`src/rtl/eeprom_pkg.sv`:
```
package eeprom_pkg;
  localparam logic [3:0] DEV_TYPE = 4'b1010;

  typedef enum logic [2:0] {
    ST_IDLE,
    ST_RX_DEV,
    ST_RX_ADDR,
    ST_RX_DATA,
    ST_ACK,
    ST_TX,
    ST_TX_ACK
  } tgt_state_e;
endpackage

```
`src/rtl/i2c_pin_filter.sv`:
```
module i2c_pin_filter #(
  parameter int FILT_LEN = 3
) (
  input  logic clk,
  input  logic rst_n,
  input  logic pin_i,
  output logic level_o,
  output logic rise_o,
  output logic fall_o
);
  localparam int HALF = FILT_LEN / 2;

  logic [1:0]          sync_q;
  logic [FILT_LEN-1:0] win_q;
  logic                level_q, level_d;

  function automatic int ones(input logic [FILT_LEN-1:0] v);
    int n = 0;
    for (int i = 0; i < FILT_LEN; i++) n += int'(v[i]);
    return n;
  endfunction

  always_ff @(posedge clk or negedge rst_n) begin
    if (!rst_n) begin
      sync_q  <= '1;
      win_q   <= '1;
      level_q <= 1'b1;
      level_d <= 1'b1;
    end else begin
      sync_q  <= {sync_q[0], pin_i};
      win_q   <= {win_q[FILT_LEN-2:0], sync_q[1]};
      level_q <= (ones(win_q) > HALF);
      level_d <= level_q;
    end
  end

  assign level_o = level_q;
  assign rise_o  = level_q & ~level_d;
  assign fall_o  = ~level_q & level_d;
endmodule

```
`src/rtl/eeprom_array.sv`:
```
module eeprom_array #(
  parameter int ADDR_W = 8
) (
  input  logic              clk,
  input  logic              we_i,
  input  logic [ADDR_W-1:0] waddr_i,
  input  logic [7:0]        wdata_i,
  input  logic [ADDR_W-1:0] raddr_i,
  output logic [7:0]        rdata_o
);
  localparam int DEPTH = 1 << ADDR_W;

  logic [7:0] mem [DEPTH];

  // erased contents at power-up
  initial begin
    for (int i = 0; i < DEPTH; i++) mem[i] = 8'hFF;
  end

  always_ff @(posedge clk) begin
    if (we_i) mem[waddr_i] <= wdata_i;
    rdata_o <= mem[raddr_i];
  end
endmodule

```
`src/rtl/eeprom_write_cycle.sv`:
```
module eeprom_write_cycle #(
  parameter int ADDR_W    = 8,
  parameter int PG_W      = 4,
  parameter int WR_CYCLES = 625000
) (
  input  logic                   clk,
  input  logic                   rst_n,
  input  logic                   buf_we_i,
  input  logic [PG_W-1:0]        buf_idx_i,
  input  logic [7:0]             buf_data_i,
  input  logic                   buf_clr_i,
  input  logic                   commit_i,
  input  logic [ADDR_W-PG_W-1:0] page_i,
  output logic                   busy_o,
  output logic                   ram_we_o,
  output logic [ADDR_W-1:0]      ram_addr_o,
  output logic [7:0]             ram_data_o
);
  localparam int PG_BYTES = 1 << PG_W;
  localparam int CNT_W    = $clog2(WR_CYCLES + 1);
  localparam logic [CNT_W-1:0] CNT_LAST = CNT_W'(WR_CYCLES - 1);

  logic [7:0]             pbuf [PG_BYTES];
  logic [PG_BYTES-1:0]    mask_q;
  logic [ADDR_W-PG_W-1:0] page_q;
  logic [CNT_W-1:0]       cnt_q;
  logic                   busy_q;
  logic [PG_W-1:0]        idx;

  always_ff @(posedge clk or negedge rst_n) begin
    if (!rst_n) begin
      mask_q <= '0;
      page_q <= '0;
      cnt_q  <= '0;
      busy_q <= 1'b0;
    end else if (busy_q) begin
      cnt_q <= cnt_q + 1'b1;
      if (cnt_q == CNT_LAST) begin
        busy_q <= 1'b0;
        mask_q <= '0;
      end
    end else if (commit_i && (|mask_q)) begin
      busy_q <= 1'b1;
      cnt_q  <= '0;
      page_q <= page_i;
    end else if (buf_clr_i) begin
      mask_q <= '0;
    end else if (buf_we_i) begin
      mask_q[buf_idx_i] <= 1'b1;
    end
  end

  always_ff @(posedge clk) begin
    if (buf_we_i && !busy_q) pbuf[buf_idx_i] <= buf_data_i;
  end

  // first PG_BYTES cycles of the busy window copy the page into the array
  assign idx        = cnt_q[PG_W-1:0];
  assign ram_we_o   = busy_q && (cnt_q < CNT_W'(PG_BYTES)) && mask_q[idx];
  assign ram_addr_o = {page_q, idx};
  assign ram_data_o = pbuf[idx];
  assign busy_o     = busy_q;

  AST_NO_BUF_WHILE_BUSY: assert property (@(posedge clk) disable iff (!rst_n)
    busy_q |-> !buf_we_i);
endmodule

```
`src/rtl/eeprom_i2c_target.sv`:
```
module eeprom_i2c_target #(
  parameter int MEM_BYTES  = 256,
  parameter int PAGE_BYTES = 16,
  parameter int WR_CYCLES  = 625000,
  parameter int FILT_LEN   = 3
) (
  input  logic       clk,
  input  logic       rst_n,
  input  logic       scl_i,
  input  logic       sda_i,
  input  logic [2:0] dev_pins_i,
  output logic       sda_pull_o,
  output logic       busy_o
);
  import eeprom_pkg::*;

  localparam int ADDR_W  = $clog2(MEM_BYTES);
  localparam int PG_W    = $clog2(PAGE_BYTES);
  localparam int HI_BITS = ADDR_W - 8;

  logic scl_f, scl_rise, scl_fall;
  logic sda_f, sda_rise, sda_fall;
  logic start_evt, stop_evt;

  i2c_pin_filter #(.FILT_LEN(FILT_LEN)) i_scl_filt (
    .clk(clk), .rst_n(rst_n), .pin_i(scl_i),
    .level_o(scl_f), .rise_o(scl_rise), .fall_o(scl_fall));

  i2c_pin_filter #(.FILT_LEN(FILT_LEN)) i_sda_filt (
    .clk(clk), .rst_n(rst_n), .pin_i(sda_i),
    .level_o(sda_f), .rise_o(sda_rise), .fall_o(sda_fall));

  assign start_evt = sda_fall && scl_f;
  assign stop_evt  = sda_rise && scl_f;

  tgt_state_e        state_q, after_ack_q;
  logic [3:0]        bit_cnt_q;
  logic [7:0]        rx_sh_q, tx_sh_q;
  logic [ADDR_W-1:0] ptr_q;
  logic [2:0]        dev_hi_q;
  logic              pull_q, wr_mode_q, mack_q;
  logic              buf_we_q, buf_clr_q, commit_q;
  logic [PG_W-1:0]   buf_idx_q;
  logic [7:0]        buf_data_q;
  logic [7:0]        ram_q;
  logic              ram_we;
  logic [ADDR_W-1:0] ram_waddr;
  logic [7:0]        ram_wdata;
  logic [ADDR_W-1:0] addr_load;
  logic              dev_ok;

  // spare select bits extend the byte address on larger arrays
  generate
    if (HI_BITS == 0) begin : g_no_hi
      assign addr_load = rx_sh_q;
    end else begin : g_hi
      assign addr_load = {dev_hi_q[HI_BITS-1:0], rx_sh_q};
    end
  endgenerate

  always_comb begin
    dev_ok = (rx_sh_q[7:4] == DEV_TYPE);
    for (int i = 0; i < 3; i++) begin
      if (i >= HI_BITS && rx_sh_q[i+1] != dev_pins_i[i]) dev_ok = 1'b0;
    end
  end

  always_ff @(posedge clk or negedge rst_n) begin
    if (!rst_n) begin
      state_q     <= ST_IDLE;
      after_ack_q <= ST_IDLE;
      bit_cnt_q   <= '0;
      rx_sh_q     <= '0;
      tx_sh_q     <= '0;
      ptr_q       <= '0;
      dev_hi_q    <= '0;
      pull_q      <= 1'b0;
      wr_mode_q   <= 1'b0;
      mack_q      <= 1'b0;
      buf_we_q    <= 1'b0;
      buf_clr_q   <= 1'b0;
      commit_q    <= 1'b0;
      buf_idx_q   <= '0;
      buf_data_q  <= '0;
    end else begin
      buf_we_q  <= 1'b0;
      buf_clr_q <= 1'b0;
      commit_q  <= 1'b0;
      if (start_evt) begin
        state_q   <= ST_RX_DEV;
        bit_cnt_q <= '0;
        pull_q    <= 1'b0;
        wr_mode_q <= 1'b0;
        buf_clr_q <= !busy_o;
      end else if (stop_evt) begin
        state_q   <= ST_IDLE;
        pull_q    <= 1'b0;
        commit_q  <= wr_mode_q;
        wr_mode_q <= 1'b0;
      end else if (scl_rise) begin
        case (state_q)
          ST_RX_DEV, ST_RX_ADDR, ST_RX_DATA: begin
            rx_sh_q   <= {rx_sh_q[6:0], sda_f};
            bit_cnt_q <= bit_cnt_q + 1'b1;
          end
          ST_TX:     bit_cnt_q <= bit_cnt_q + 1'b1;
          ST_TX_ACK: mack_q    <= !sda_f;
          default: ;
        endcase
      end else if (scl_fall) begin
        case (state_q)
          ST_RX_DEV: if (bit_cnt_q == 4'd8) begin
            if (dev_ok && !busy_o) begin
              pull_q      <= 1'b1;
              state_q     <= ST_ACK;
              dev_hi_q    <= rx_sh_q[3:1];
              after_ack_q <= rx_sh_q[0] ? ST_TX : ST_RX_ADDR;
              wr_mode_q   <= !rx_sh_q[0];
            end else begin
              state_q <= ST_IDLE;
            end
          end
          ST_RX_ADDR: if (bit_cnt_q == 4'd8) begin
            ptr_q       <= addr_load;
            pull_q      <= 1'b1;
            state_q     <= ST_ACK;
            after_ack_q <= ST_RX_DATA;
          end
          ST_RX_DATA: if (bit_cnt_q == 4'd8) begin
            buf_we_q          <= 1'b1;
            buf_idx_q         <= ptr_q[PG_W-1:0];
            buf_data_q        <= rx_sh_q;
            ptr_q[PG_W-1:0]   <= ptr_q[PG_W-1:0] + PG_W'(1);
            pull_q            <= 1'b1;
            state_q           <= ST_ACK;
            after_ack_q       <= ST_RX_DATA;
          end
          ST_ACK: begin
            bit_cnt_q <= '0;
            state_q   <= after_ack_q;
            if (after_ack_q == ST_TX) begin
              tx_sh_q <= ram_q;
              pull_q  <= !ram_q[7];
            end else begin
              pull_q  <= 1'b0;
            end
          end
          ST_TX: if (bit_cnt_q == 4'd8) begin
            pull_q  <= 1'b0;
            state_q <= ST_TX_ACK;
            ptr_q   <= ptr_q + 1'b1;
          end else begin
            pull_q  <= !tx_sh_q[6];
            tx_sh_q <= {tx_sh_q[6:0], 1'b0};
          end
          ST_TX_ACK: if (mack_q) begin
            tx_sh_q   <= ram_q;
            pull_q    <= !ram_q[7];
            bit_cnt_q <= '0;
            state_q   <= ST_TX;
          end else begin
            state_q <= ST_IDLE;
          end
          default: ;
        endcase
      end
    end
  end

  eeprom_write_cycle #(.ADDR_W(ADDR_W), .PG_W(PG_W), .WR_CYCLES(WR_CYCLES)) i_wcyc (
    .clk(clk), .rst_n(rst_n),
    .buf_we_i(buf_we_q), .buf_idx_i(buf_idx_q), .buf_data_i(buf_data_q),
    .buf_clr_i(buf_clr_q), .commit_i(commit_q), .page_i(ptr_q[ADDR_W-1:PG_W]),
    .busy_o(busy_o), .ram_we_o(ram_we), .ram_addr_o(ram_waddr), .ram_data_o(ram_wdata));

  eeprom_array #(.ADDR_W(ADDR_W)) i_array (
    .clk(clk), .we_i(ram_we), .waddr_i(ram_waddr), .wdata_i(ram_wdata),
    .raddr_i(ptr_q), .rdata_o(ram_q));

  assign sda_pull_o = pull_q;

  AST_IDLE_RELEASED: assert property (@(posedge clk) disable iff (!rst_n)
    (state_q == ST_IDLE) |-> !pull_q);
  AST_PULL_WHILE_SCL_LOW: assert property (@(posedge clk) disable iff (!rst_n)
    $rose(pull_q) |-> !scl_f);
  AST_BUSY_RELEASED: assert property (@(posedge clk) disable iff (!rst_n)
    busy_o |-> !pull_q);
  AST_PAGE_HELD: assert property (@(posedge clk) disable iff (!rst_n)
    buf_we_q |-> (ptr_q[ADDR_W-1:PG_W] == $past(ptr_q[ADDR_W-1:PG_W])));
endmodule

```
`config.mk`:
```
export PLATFORM = sky130hd
export DESIGN_NAME = eeprom_i2c_target
export DESIGN_NICKNAME = d
export VERILOG_FILES = /design/src/rtl/eeprom_pkg.sv /design/src/rtl/i2c_pin_filter.sv /design/src/rtl/eeprom_array.sv /design/src/rtl/eeprom_write_cycle.sv /design/src/rtl/eeprom_i2c_target.sv
export SDC_FILE = /design/constraint.sdc
export NUM_CORES = 2
export LEC_CHECK = 0
export CAP_MARGIN = 10
export CORE_MARGIN = 8
export CORE_UTILIZATION = 64
export CTS_BUF_LIST = sky130_fd_sc_hd__clkbuf_8
export CTS_CLUSTER_DIAMETER = 120
export DETAILED_ROUTE_END_ITERATION = 7
export DONT_BUFFER_PORTS = 1
export PLACE_DENSITY_LB_ADDON = 0.15
export SLEW_MARGIN = 30
export SYNTH_ARGS = -nofsm -noshare
export SYNTH_HDL_FRONTEND = slang
export SYNTH_SLANG_ARGS = --single-unit
export TNS_END_PERCENT = 50
```
`constraint.sdc`:
```
create_clock -name clk -period 4.7 [get_ports clk]
set_input_delay 0.705 -clock clk [delete_from_list [all_inputs] [get_ports clk]]
set_output_delay 0.705 -clock clk [all_outputs]
set_load 0.03 [all_outputs]
```
=== Yosys cells after proc, flatten, opt, wreduce, memory -nomap -nowiden ===
Memories as Yosys holds them, arrays and structs flattened. A register that Yosys moved wholly into a read port is not among the register bits.
Cells that the tools add are included.

* Bits in registers: 106
* Output and inout bits: 2
* Input bits: 7
* Bits in writable memories: 2,176
* Memories kept: 2

{| class="wikitable"
|+ Memory list
! name !! words !! bits a word !! read ports !! clocked after Yosys merged registers in !! wr ports !! line !! text
|-
| i_array.mem || 256 || 8 || 1 || 1 || 1 || eeprom_array.sv:13 || <nowiki>logic [7:0] mem [DEPTH];</nowiki>
|-
| i_wcyc.pbuf || 16 || 8 || 1 || 0 || 1 || eeprom_write_cycle.sv:23 || <nowiki>logic [7:0] pbuf [PG_BYTES];</nowiki>
|}

* Bitwise gates (word level): 13
* Order comparisons: 6
* Reduce and logical (&&, ||, !) cells: 43
* Multiplexer cells: 79
* $add $sub $neg: 8
* Equal/unequal tests: 33

{| class="wikitable"
|+ Operator list
! cell !! count
|-
| 16-bit 2-to-1 mux || 5
|-
| 32-bit by 2-bit adder with 32-bit output || 2
|-
| 32-bit by 2-bit > comparator with 1-bit output (second input constant) || 2
|-
| 20-bit 2-to-1 mux || 2
|-
| 3-bit 2-to-1 mux || 13
|-
| 1-bit 2-to-1 mux || 38
|-
| 4-bit 2-to-1 mux || 7
|-
| 8-bit AND reduction || 3
|-
| 3-bit nonzero test || 8
|-
| 7-bit 2-to-1 mux || 3
|-
| 7-bit one-hot mux with 3 select lines || 1
|-
| 20-bit by 1-bit adder with 20-bit output (second input constant) || 1
|-
| 20-bit equality test (second input constant) || 1
|-
| 20-bit by 5-bit less-than comparator with 1-bit output (second input constant) || 1
|-
| 2-bit != test (second input constant) || 10
|-
| 8-bit 2-to-1 mux || 2
|-
| 4-bit != test (second input constant) || 4
|-
| 16-bit OR || 1
|-
| 4-bit one-hot mux with 2 select lines || 2
|-
| 16-bit OR reduction || 1
|-
| 3-bit one-hot mux with 5 select lines || 1
|-
| 7-bit AND reduction || 2
|-
| 3-bit equality test (second input constant) || 4
|-
| 4-bit one-hot mux with 3 select lines || 1
|-
| 32 further kinds || 67
|}

=== Longest topological paths before layout ===
* Word-level depth: 12
* Mapped depth: 12
* Depth with buffers taken out: 8

=== By module ===
A second synthesis with hierarchy kept.

* Cells, all modules: 4,422
* Area, all modules: 89,701.0 µm²

{| class="wikitable"
|+ By module, submodules not included
! module !! cells an instance !! area an instance (µm²) !! times used
|-
| eeprom_array || 3,733 || 79,556.3 || 1
|-
| eeprom_write_cycle || 426 || 7,058.0 || 1
|-
| eeprom_i2c_target || 241 || 2,648.8 || 1
|-
| i2c_pin_filter || 11 || 219.0 || 2
|}

=== Worst setup path before layout ===
No wires, ideal clock.

* Path kind: register to register
* Start point: reg i_wcyc.cnt_q[0]
* End point: mem i_array.mem[0][0] (data pin)
* Path buffers: 2
* Data required time: 4,149 ps
* Slack: 843 ps
* Library setup time: 551 ps
* Arrival time: 3,306 ps
* Cell stages (with the launch flop): 5
* Path through: dfrtp_1 buf_6 buf_1 mux4_2 mux4_2

* Cells in the longest elaborated chain, start to end: 1

{| class="wikitable"
|+ RTL lines
! element !! line !! text
|-
| from (decl) || eeprom_write_cycle.sv:26 || <nowiki>logic [CNT_W-1:0] cnt_q;</nowiki>
|-
| from (signal assigned) || eeprom_write_cycle.sv:37 || <nowiki>cnt_q <= cnt_q + 1'b1;</nowiki>
|-
| memory read 16 x 8 bit || - ||
|-
| named net i_array.wdata_i[0] || eeprom_array.sv:7 || <nowiki>input logic [7:0] wdata_i,</nowiki>
|-
| to (decl) || eeprom_array.sv:13 ||
|}

The timed path passes the listed nets, and every way through them passes these cells.

==> flow_summary.toml <==
[run_status]
status = "finished, final reports clean"

[pwr]
power.density_mw_per_mm2 = 385
irDropWorstVdd_uv = 407
power_mw = 38.5
p_leak_nw = 25.2

[synth]
synth_seq_cells = 2290
synth_seq_area_share_pct = 75.8
synth_ff_type = "edfxtp_1"
ys_types = 90
synth_edf_count = 2176
synthArstFlopShare_pct = 4.63
ys_warn_count = 0
syn_nets = 4522
avgSynthCellArea_sq_um = 20.0
synthCells = 4506
syn_area_sq_mm = 0.0899

[timing]
maxSlewHeadroom_pct = 30.8
period_share_pct = 87.5
fmax_mhz = 243
skew_ns = 0.0671
setup_tns_ns = 0
setup_viol = 0
drv_slew = 0
tightestPinTransition_ns = 1.03
setup_ws_ns = 0.586
hold_violations = 0
whs_ns = 0.273
rsz0062_at_grt = "no"
fin_crit_ns = 4.11

[setup_path]
critPathArrivalTime_ns = 4.97
cp_max_fo = 34
crit_path_start_kind = "flip-flop"
endpoint_kind = "flip-flop"
critical_path_required_ns = 5.55
worstSetupPathType = "reg -> reg"

[grt]
top_usage_layer = "met2"
grt_pass1_wl_mm = 334
antenna_found_initial = 8
grt_pass1_vias = 46800
met3_usage_pct = 8.51
grt_max_degree = 161
grt-ovfl-total = 0
grt_usage_pct = 30.4
use_met2_pct = 45.0
met1_usage_pct = 42.9

[cts]
cts_buffers = 367
cts_buffer_depth = 4
root_buffer = "clkbuf_8"
cts.clk_slew.worst_paths_ns = 0.06
tritoncts = "built"
post_cts_buffers = 0
cts_max_level = 5
cts_sinks = 2290
worstSkewPairLatency_ns = 1.05

[final_layout]
area_growth_pct = 11.1
nNetsFinal = 4846
final_cells = 6996
drive_above_1_share_pct = 24.7

[hold_path]
hold_path.class = "in -> reg"

[die]
rows = 137
fp.coreArea_sq_mm = 0.140
ios = 9
start_util_pct = 64.4
die_x_um = 391
die_h_um = 391
die_area_sq_mm = 0.153

[route]
via_count = 47600
wl_per_cell_um = 33.2
drc = 0
drtPass1Iterations = 8
ant_nets = 0
drt-initial-drc-count = 6449
vias_per_cell = 6.81
totalWireLength_mm = 232

[placed_design]
placed_cells = 6333
pre_cts_ws_ns = 0.785
port_buffers = 0
place.gp.congestion = 0.910
dp_hpwl_mm = 142

[job]
drv_cap = 0
critical path: stages, from the launching register on:
cell      delay, ns
dfrtp_4        0.96
nor2b_4        0.77
buf_4          0.51
a22oi_1        0.23
nand2_1        0.11
o221ai_1       0.24
o32ai_1        0.89
mux2i_1        0.16
sequential cells by signal (all words and copies together) (netlist names), 4 cells and up:
name             cells
bit_cnt_q            4
buf_data_q           8
i_wcyc.mask_q       16
buf_idx_q            4
i_wcyc.page_q        4
i_array.mem       2048
addr_load            8
ptr_q                8
i_array.rdata_o      8
i_wcyc.cnt_q        20
i_wcyc.pbuf        128
tx_sh_q              7
cells by family (layout without fill, tap and decap cells):
group,after synthesis,count (layout),share of synthesized area [%]
compound gates,484,484,3.76
xor+xnor,7,7,0.0682
fa+ha+maj,9,9,0.125
buf+inv,295,902,1.91
flops,2290,2290,75.8
mux,748,748,14.9
other cells,0,7,0
simple gates,673,673,3.43
path summary, 6_finish.rpt:
kind	endpoint	cells past startpoint	from	slack (ns)
worst max-delay path	i_array.rdata_o[7]	7	ptr_q[1]	0.59
worst min-delay path	i_scl_filt.sync_q[0]	1	scl_i	0.27
worst max register to register	i_array.rdata_o[7]	7	ptr_q[1]	0.59
worst min register to register	i_scl_filt.win_q[0]	0	i_scl_filt.sync_q[1]	0.33
max in group asynchronous	i_wcyc.cnt_q[0]	2	rst_n	3.86
min in group asynchronous	i_wcyc.page_q[1]	2	rst_n	0.36
per-stage QoR:
| stage | instance area (sq um) | utilization, % |
|---|---|---|
| global route | 99900 | 71.6 |
| CTS | 99900 | 71.6 |
| finish | 99900 | 71.6 |
| global placement | 92900 | 66.6 |
| floorplan | 89900 | - |
| detailed placement | 93000 | 66.6 |
timing repair:
action,in CTS,in global routing
endpoints found under the hold margin,108,0
gates resized for setup,0,0
hold buffers,4,0
cell type report:
cell class / count / area, sq um
diodes: 7 / 17.5
clock buffers: 382 / 5260
clock inverters: 270 / 1600
fillers: 8384 / 39600
inverters: 22 / 85.1
multi-input cells: 1921 / 20200
flip-flops and latches: 2290 / 68200
well taps: 1876 / 2350
repair buffers: 228 / 2240
report_power, final:
part,internal (mW),leakage [nW],switching (mW)
sequential,22.1,15.5,0.0971
clock,8.52,3.86,7.63
combinational,0.0760,5.83,0.0949
total,30.7,25.2,7.82
Yosys cell counts (20+ instances only):
| master | count | share of area, % |
|---|---|---|
| a211oi_1 | 31 | 0.26 |
| a21oi_1 | 90 | 0.50 |
| a221oi_1 | 28 | 0.27 |
| a22oi_1 | 94 | 0.78 |
| a31oi_1 | 24 | 0.17 |
| buf_1 | 20 | 0.083 |
| buf_2 | 74 | 0.41 |
| buf_4 | 27 | 0.23 |
| buf_6 | 51 | 0.64 |
| clkbuf_1 | 98 | 0.41 |
| dfrtp_1 | 92 | 2.6 |
| edfxtp_1 | 2176 | 73 |
| inv_1 | 21 | 0.088 |
| mux2_2 | 26 | 0.33 |
| mux2i_1 | 252 | 2.8 |
| mux4_2 | 470 | 12 |
| nand2_1 | 147 | 0.61 |
| nand3_1 | 49 | 0.27 |
| nor2_1 | 287 | 1.2 |
| nor3_1 | 71 | 0.40 |
| o21ai_0 | 55 | 0.31 |
| o221ai_1 | 27 | 0.26 |
| o22ai_1 | 21 | 0.15 |
layer usage:
layer | wire length [um] | up-vias
li1 | - | 19300
met1 | 87000 | 24500
met2 | 106000 | 3218
met3 | 27700 | 595
met4 | 11200 | 2
met5 | 19 | -
cell usage in the layout (no fill, tap or decap), types with 55 or more instances in the layout:
cell type and count:
dfrtp_1 84, clkbuf_8 382, mux2i_1 252, edfxtp_1 2176
inv_1 113, a22oi_1 94, nand2_1 147, buf_4 183
clkinv_1 99, o21ai_0 55, nor3_1 61, nor2_1 283
mux4_2 462, a21oi_1 90
No activity file was read; power rests on OpenSTA's default activity.
